### config.mk
export PLATFORM = sky130hd
export DESIGN_NAME = divratio_loader
export DESIGN_NICKNAME = d
export VERILOG_FILES = /design/src/rtl/divload_pkg.sv /design/src/rtl/divload_edge.sv /design/src/rtl/divload_shift.sv /design/src/rtl/divload_regs.sv /design/src/rtl/divratio_loader.sv
export SDC_FILE = /design/constraint.sdc
export NUM_CORES = 1
export LEC_CHECK = 0
export ABC_AREA = 1
export BUFFER_PORTS_ARGS = -buffer_cell sky130_fd_sc_hd__clkbuf_2
export CAP_MARGIN = 5
export CORE_UTILIZATION = 55
export CTS_CLUSTER_DIAMETER = 200
export CTS_CLUSTER_SIZE = 28
export DETAILED_ROUTE_END_ITERATION = 8
export PLACE_DENSITY = 0.83
export RECOVER_POWER = 50
export SLEW_MARGIN = 20
export SYNTH_ARGS = -nofsm -noshare
export SYNTH_HDL_FRONTEND = slang
export SYNTH_SLANG_ARGS = --single-unit
### constraint.sdc
create_clock -name clk_i -period 2.05 [get_ports clk_i]
set_input_delay 0.5125 -clock clk_i [delete_from_list [all_inputs] [get_ports clk_i]]
set_output_delay 0.5125 -clock clk_i [all_outputs]
set_load 0.02 [all_outputs]
### src/rtl/divload_pkg.sv
package divload_pkg;
  localparam int unsigned DEF_R_W = 14;
  localparam int unsigned DEF_A_W = 7;
  localparam int unsigned DEF_N_W = 11;

  function automatic int unsigned max2(input int unsigned a, input int unsigned b);
    return (a > b) ? a : b;
  endfunction
endpackage

### src/rtl/divload_edge.sv
module divload_edge #(
  parameter int unsigned W = 2
) (
  input  logic         clk_i,
  input  logic         rst_ni,
  input  logic [W-1:0] lvl_i,
  output logic [W-1:0] rise_o
);
  logic [W-1:0] lvl_q;

  for (genvar g = 0; g < W; g++) begin : g_line
    always_ff @(posedge clk_i or negedge rst_ni) begin
      if (!rst_ni) lvl_q[g] <= 1'b0;
      else         lvl_q[g] <= lvl_i[g];
    end
    assign rise_o[g] = lvl_i[g] & ~lvl_q[g];
  end
endmodule

### src/rtl/divload_shift.sv
module divload_shift #(
  parameter int unsigned SR_W  = 19,
  parameter int unsigned CNT_W = 5,
  parameter int unsigned SAT   = 20
) (
  input  logic             clk_i,
  input  logic             rst_ni,
  input  logic             shift_i,
  input  logic             clear_i,
  input  logic             bit_i,
  output logic [SR_W-1:0]  sr_o,
  output logic [CNT_W-1:0] cnt_o
);
  localparam logic [CNT_W-1:0] CntSat = CNT_W'(SAT);

  logic [SR_W-1:0]  sr_q;
  logic [CNT_W-1:0] cnt_q;

  // clear wins over a coincident shift: that bit is dropped
  always_ff @(posedge clk_i or negedge rst_ni) begin
    if (!rst_ni) begin
      sr_q  <= '0;
      cnt_q <= '0;
    end else if (clear_i) begin
      cnt_q <= '0;
    end else if (shift_i) begin
      sr_q  <= {sr_q[SR_W-2:0], bit_i};
      cnt_q <= (cnt_q == CntSat) ? cnt_q : cnt_q + CNT_W'(1);
    end
  end

  assign sr_o  = sr_q;
  assign cnt_o = cnt_q;
endmodule

### src/rtl/divload_regs.sv
module divload_regs #(
  parameter int unsigned R_W   = 14,
  parameter int unsigned A_W   = 7,
  parameter int unsigned N_W   = 11,
  parameter int unsigned SR_W  = 19,
  parameter int unsigned CNT_W = 5
) (
  input  logic             clk_i,
  input  logic             rst_ni,
  input  logic             strobe_i,
  input  logic [SR_W-1:0]  sr_i,
  input  logic [CNT_W-1:0] cnt_i,
  output logic [R_W-1:0]   ref_ratio_o,
  output logic             presc_sel_o,
  output logic [N_W-1:0]   n_ratio_o,
  output logic [A_W-1:0]   a_count_o
);
  localparam int unsigned REF_LEN = R_W + 2;
  localparam int unsigned NA_LEN  = A_W + N_W + 1;

  logic ref_take, na_take;

  assign ref_take = strobe_i &  sr_i[0] & (cnt_i == CNT_W'(REF_LEN));
  assign na_take  = strobe_i & ~sr_i[0] & (cnt_i == CNT_W'(NA_LEN));

  always_ff @(posedge clk_i or negedge rst_ni) begin
    if (!rst_ni) begin
      ref_ratio_o <= '0;
      presc_sel_o <= 1'b0;
    end else if (ref_take) begin
      ref_ratio_o <= sr_i[R_W:1];
      presc_sel_o <= sr_i[R_W+1];
    end
  end

  always_ff @(posedge clk_i or negedge rst_ni) begin
    if (!rst_ni) begin
      n_ratio_o <= '0;
      a_count_o <= '0;
    end else if (na_take) begin
      a_count_o <= sr_i[A_W:1];
      n_ratio_o <= sr_i[A_W+N_W:A_W+1];
    end
  end
endmodule

### src/rtl/divratio_loader.sv
module divratio_loader
  import divload_pkg::*;
#(
  parameter int unsigned R_W = DEF_R_W,
  parameter int unsigned A_W = DEF_A_W,
  parameter int unsigned N_W = DEF_N_W
) (
  input  logic           clk_i,
  input  logic           rst_ni,
  input  logic           ser_clk_i,
  input  logic           ser_data_i,
  input  logic           ser_load_i,
  output logic [R_W-1:0] ref_ratio_o,
  output logic           presc_sel_o,
  output logic [N_W-1:0] n_ratio_o,
  output logic [A_W-1:0] a_count_o
);
  localparam int unsigned REF_LEN = R_W + 2;
  localparam int unsigned NA_LEN  = A_W + N_W + 1;
  localparam int unsigned SR_W    = max2(REF_LEN, NA_LEN);
  localparam int unsigned SAT     = SR_W + 1;
  localparam int unsigned CNT_W   = $clog2(SAT + 1);

  logic [1:0]       rise;
  logic [SR_W-1:0]  sr_q;
  logic [CNT_W-1:0] cnt_q;

  divload_edge #(.W(2)) u_edge (
    .clk_i  (clk_i),
    .rst_ni (rst_ni),
    .lvl_i  ({ser_load_i, ser_clk_i}),
    .rise_o (rise)
  );

  divload_shift #(.SR_W(SR_W), .CNT_W(CNT_W), .SAT(SAT)) u_shift (
    .clk_i   (clk_i),
    .rst_ni  (rst_ni),
    .shift_i (rise[0]),
    .clear_i (rise[1]),
    .bit_i   (ser_data_i),
    .sr_o    (sr_q),
    .cnt_o   (cnt_q)
  );

  divload_regs #(.R_W(R_W), .A_W(A_W), .N_W(N_W), .SR_W(SR_W), .CNT_W(CNT_W)) u_regs (
    .clk_i       (clk_i),
    .rst_ni      (rst_ni),
    .strobe_i    (rise[1]),
    .sr_i        (sr_q),
    .cnt_i       (cnt_q),
    .ref_ratio_o (ref_ratio_o),
    .presc_sel_o (presc_sel_o),
    .n_ratio_o   (n_ratio_o),
    .a_count_o   (a_count_o)
  );
endmodule

## After elaboration in Yosys (flattened, before gate mapping)

Cells that the tools add are included.

- Register bits after elaboration: 59

- $add $sub $neg: 1
- Equal/unequal tests: 4
- Multiplexer cells: 3
- Bitwise gates (word level): 10
- Reduce and logical (&&, ||, !) cells: 3

Operator list:

| operator | number |
|---|---|
| $eq A5 B5 Y1 const B | 3 |
| $mux W5 | 3 |
| $and A1 B1 Y1 | 6 |
| $add A5 B1 Y5 const B | 1 |
| $not A1 Y1 | 4 |
| $reduce_and A2 Y1 | 2 |
| $ne A2 B1 Y1 const B | 1 |
| $reduce_bool A2 Y1 | 1 |

## Longest topological paths before layout

- Depth after elaboration: 4
- Gate-level depth with buffers: 8
- Gate-level depth less buffers: 8

## Cells and area by module

From an unflattened synthesis, not the netlist that was laid out.

- Cells, all modules: 283
- Area, all modules: 2,553.7 um2

By module, submodules not included:

| module | instances | cells an instance | area each (um2) | sequential area each (um2) |
|---|---|---|---|---|
| divload_regs | 1 | 155 | 1,437.6 | 825.8 |
| divload_shift | 1 | 122 | 1,046.0 | 600.6 |
| divload_edge | 1 | 6 | 70.1 | 50.0 |

## Least setup slack after synthesis

Ideal clock, no wire load.

- Path type: reg-to-reg
- Start point: register u_shift.cnt_q[0], in the netlist u_shift.cnt_o[0]
- End point: register u_regs.ref_ratio_o[10]
- Setup time: 0.117 ns
- Arrival: 1.341 ns
- Data required time: 1.933 ns
- Slack: 0.592 ns
- Cell stages (with the launch flop): 9
- Path through: dfrtp_1 inv_1 ha_1 nand2_1 nor2_1 nand2_2 buf_2 nand2_1 nand2_1

- Word-level cells in the longest chain between the ends: 2

Ends and longest elaborated chain:

| item | line | RTL |
|---|---|---|
| start, declared | divload_shift.sv:17 | `logic [CNT_W-1:0] cnt_q;` |
| start signal, assigned | divload_shift.sv:28 | `cnt_q <= (cnt_q == CntSat) ? cnt_q : cnt_q + CNT_W'(1);` |
| $eq A5 B5 Y1 | divload_regs.sv:23 | `assign ref_take = strobe_i & sr_i[0] & (cnt_i == CNT_W'(REF_LEN));` |
| $and A1 B1 Y1 | divload_regs.sv:23 |  |
| end signal, assigned | divload_regs.sv:31 | `ref_ratio_o <= sr_i[R_W:1];` |
| end, declared | divload_regs.sv:13 | `output logic [R_W-1:0] ref_ratio_o,` |

Every way passes these cells.
A chain may end at the register's enable or synchronous reset.

## Worst setup path after layout

- Start point: register u_shift.cnt_q[0], in the netlist u_shift.cnt_o[0]
- End point: register u_regs.n_ratio_o[5]

- Word-level cells in the longest chain between the ends: 2

Ends and longest elaborated chain:

| item | line | RTL |
|---|---|---|
| $eq A5 B5 Y1 | divload_regs.sv:24 | `assign na_take = strobe_i & ~sr_i[0] & (cnt_i == CNT_W'(NA_LEN));` |
| $and A1 B1 Y1 | divload_regs.sv:24 |  |
| end signal, assigned | divload_regs.sv:42 | `n_ratio_o <= sr_i[A_W+N_W:A_W+1];` |
| end, declared | divload_regs.sv:15 | `output logic [N_W-1:0] n_ratio_o,` |

Every way passes these cells.

==> results.tsv <==
metric	value	unit
final setup skew	6.75	ps
worst-path maximum fanout	18	
Worst Setup SP	u_shift.cnt_o[0]$_DFFE_PN0P_	
Simple-Gate Fraction of Synth Area	31.3	%
vias in the first global route	1730	
Tot Pwr	0.00279	W
multiplexer share of the synthesized area	0	%
worst vdd ir	512	uV
count leader, synth	nand2_1	
H-Tree Depth	3	
CTS tree	built	
adder and majority cell fraction of the synthesized area	1.04	%
initial antenna violation count	0	
slowest stage delay, CP	390	ps
Max Root-Sink Buffers	2	
FP Rows	23	
Num CTS Buffers	9	
clock root buffer master	clkbuf_8	
RD Place Congestion	0.811	
fin crit period	1740	ps
die width	68.3	um
Fmax	0.573	GHz
ant diodes	0	
Top FF cell, synth	dfrtp_1	
hold crit path type	in2reg	
flop-to-flop setup slack	310	ps
Lkg Pwr	1.64	nW
CP top delay family	simple AND/OR/NAND/NOR gates	
Core Area	0.00412	mm2
io pins	38	
worst path required time	2280	ps
final setup violation count	0	
Pre-Repair DR Iteration Count	4	
Worst Path Buf+Inv	0	
Setup TNS Final	0	ps
Arr. time, crit path	1970	ps
Max Cap Viol	0	
Post-synth EDFFs	0	
r2r endpoint	u_regs.n_ratio_o[5]$_DFFE_PN0P_	
Remaining DRCs	0	
drt first-iter violations	221	
global route overflow	0	
largest area contributor in the netlist	dfrtp_1	
GRT Total Usage	24.4	%
Post-CTS Setup Inserts	0	
syn_area_per_cell	8.88	um2
fin cells	369	
final net count	321	
post-synthesis sequential area ratio	61.1	%
dpl cells	353	
GR Layer Usage met1	32.0	%
Post-CTS Hold Fix Bufs	0	
Worst path depth	6	
Initial Util	58.7	%
Die H	68.3	um
fill cell count	325	
Final Max Slew Viols	0	
design area	0.00289	mm2
Seq cells post-synth	59	
PwrDens	967	mW/mm2
M3 GR Usage	10.0	%
Ys Warns	0	
crit share post-route	85.1	%
first-pass GRT wire length	8000	um
final hold violation count	0	
top post-synthesis cells by area	dfrtp_1, nand2_1, nand3_1, buf_2, inv_1	
Worst path slowest cell	dfrtp_1	
worst skew pair latency	340	ps
compound-gate portion of the synthesized area	1.66	%
Hold Path Origin	ser_load_i	
xor/xnor cell area share of the yosys netlist	0.725	%
Post-DP HPWL	3140	um
Mapped Area	0.00241	mm2
layout cells sized above 1	16.6	%
CP Cell Sequence	ha_1, nand2_1, nor2_2, nand2_2, nand2_1, nand2_1	
grt peak-use layer	met2	
post-synthesis async set-or-reset flop share	100	%
status	complete, no violations	
Mapped Nets	279	
post-cts resize count	0	
relative slew slack	8.79	%
post-synth cell types	18	
die area	0.00466	mm2
worst reg2reg path startpoint	u_shift.cnt_o[0]$_DFFE_PN0P_	
main combinational cell family by area after synthesis	simple AND/OR/NAND/NOR gates	
CP Capture Type	flop	
IO Port Bufs	37	
vias	1900	
most common library cells after synthesis	nand2_1, dfrtp_1, nand3_1	
routed vias/inst	5.15	
share of the synthesized area in the top cell type	61.1	%
Hold WS	302	ps
Area Growth Syn to Fin	19.5	%
post-synthesis cell count	272	
RSZ-0062 raised after global routing	no	
end of the critical path	u_regs.n_ratio_o[5]$_DFFE_PN0P_	
antenna viol nets, final	0	
Worst-Margin Slew	1370	ps
CP Class	reg2reg	
most numerous cell on the critical path	nand2_1	
WL final	4770	um
GRT met2 Usage	36.9	%
largest net degree at the start of global routing	60	
R2R cell count	6	
post-placement cell area	0.00267	mm2
drt wl/cell	12.9	um
Reg clk slew, reported paths	70	ps
clock sink count	59	
startpoint types	flop	
## kinds of logic after synthesis
kind of cell | after synthesis
buffers and inverters | 23
xor gates and xnor gates | 2
DFF | 59
AOI/OAI and AO/OA | 8
adders and majority gates | 2
and+or+nand+nor | 178
## worst min-delay path by stage
stage	cells past startpoint	end	slack, ps
2_1_floorplan	0	u_edge.lvl_q[0]$_DFF_PN0_	220
3_3_place_gp	2	u_regs.presc_sel_o$_DFFE_PN0P_	450
3_5_place_dp	2	u_regs.ref_ratio_o[1]$_DFFE_PN0P_	460
4_1_cts	2	u_regs.n_ratio_o[8]$_DFFE_PN0P_	180
5_1_grt	1	u_edge.lvl_q[0]$_DFF_PN0_	290
6_report	1	u_edge.lvl_q[1]$_DFF_PN0_	300
## metal layers
metal  part of all wire [%]  wire length, um  up-vias
met3                    5.5              260        6
met1                     47             2260      887
met5                      0                0        -
met2                     46             2200       54
li1                       -                -      953
met4                    1.2               55        0
## cell type report
cell class | instances | area [um2] | share of cell area [%]
tap | 50 | 62.6 | 2.17
clock inverter | 3 | 67.6 | 2.34
inverter | 9 | 33.8 | 1.17
multi-input combinational | 190 | 838 | 29.1
timing repair buffer | 45 | 228 | 7.89
sequential | 59 | 1480 | 51.2
clock buffer | 13 | 179 | 6.20
## flip-flops by register name, summed over array words and instances, names as in the netlist
signal / count
u_edge.lvl_q: 2
u_regs.presc_sel_o: 1
u_shift.sr_o: 19
u_regs.ref_ratio_o: 14
u_regs.a_count_o: 7
u_shift.cnt_o: 5
u_regs.n_ratio_o: 11
## power breakdown
group          switching, W  internal, W
Clock              0.000438     0.000817
Sequential        0.0000997      0.00125
Combinational      0.000120    0.0000634
## per-stage QoR
step	utilization [%]	worst slack, ps
after floorplan	-	592
after global placement	64.9	369
after detailed placement	64.9	315
after CTS	70.8	300
after global routing	70.1	132
final	70.1	305
## placed cells by master (no fill, tap or decap), drive strengths merged
cell type	Yosys	final
buf	11	7
nand3	52	52
bufinv	0	2
nand2	118	118
clkbuf	3	51
nor3	1	1
dfrtp	59	59
xnor2	1	1
clkinvlp	0	1
xor2	1	1
ha	2	2
nor2	6	6
a21oi	3	3
inv	9	9
nand4	1	1
o21ai	5	5
Power figures use the tool's default switching activity.
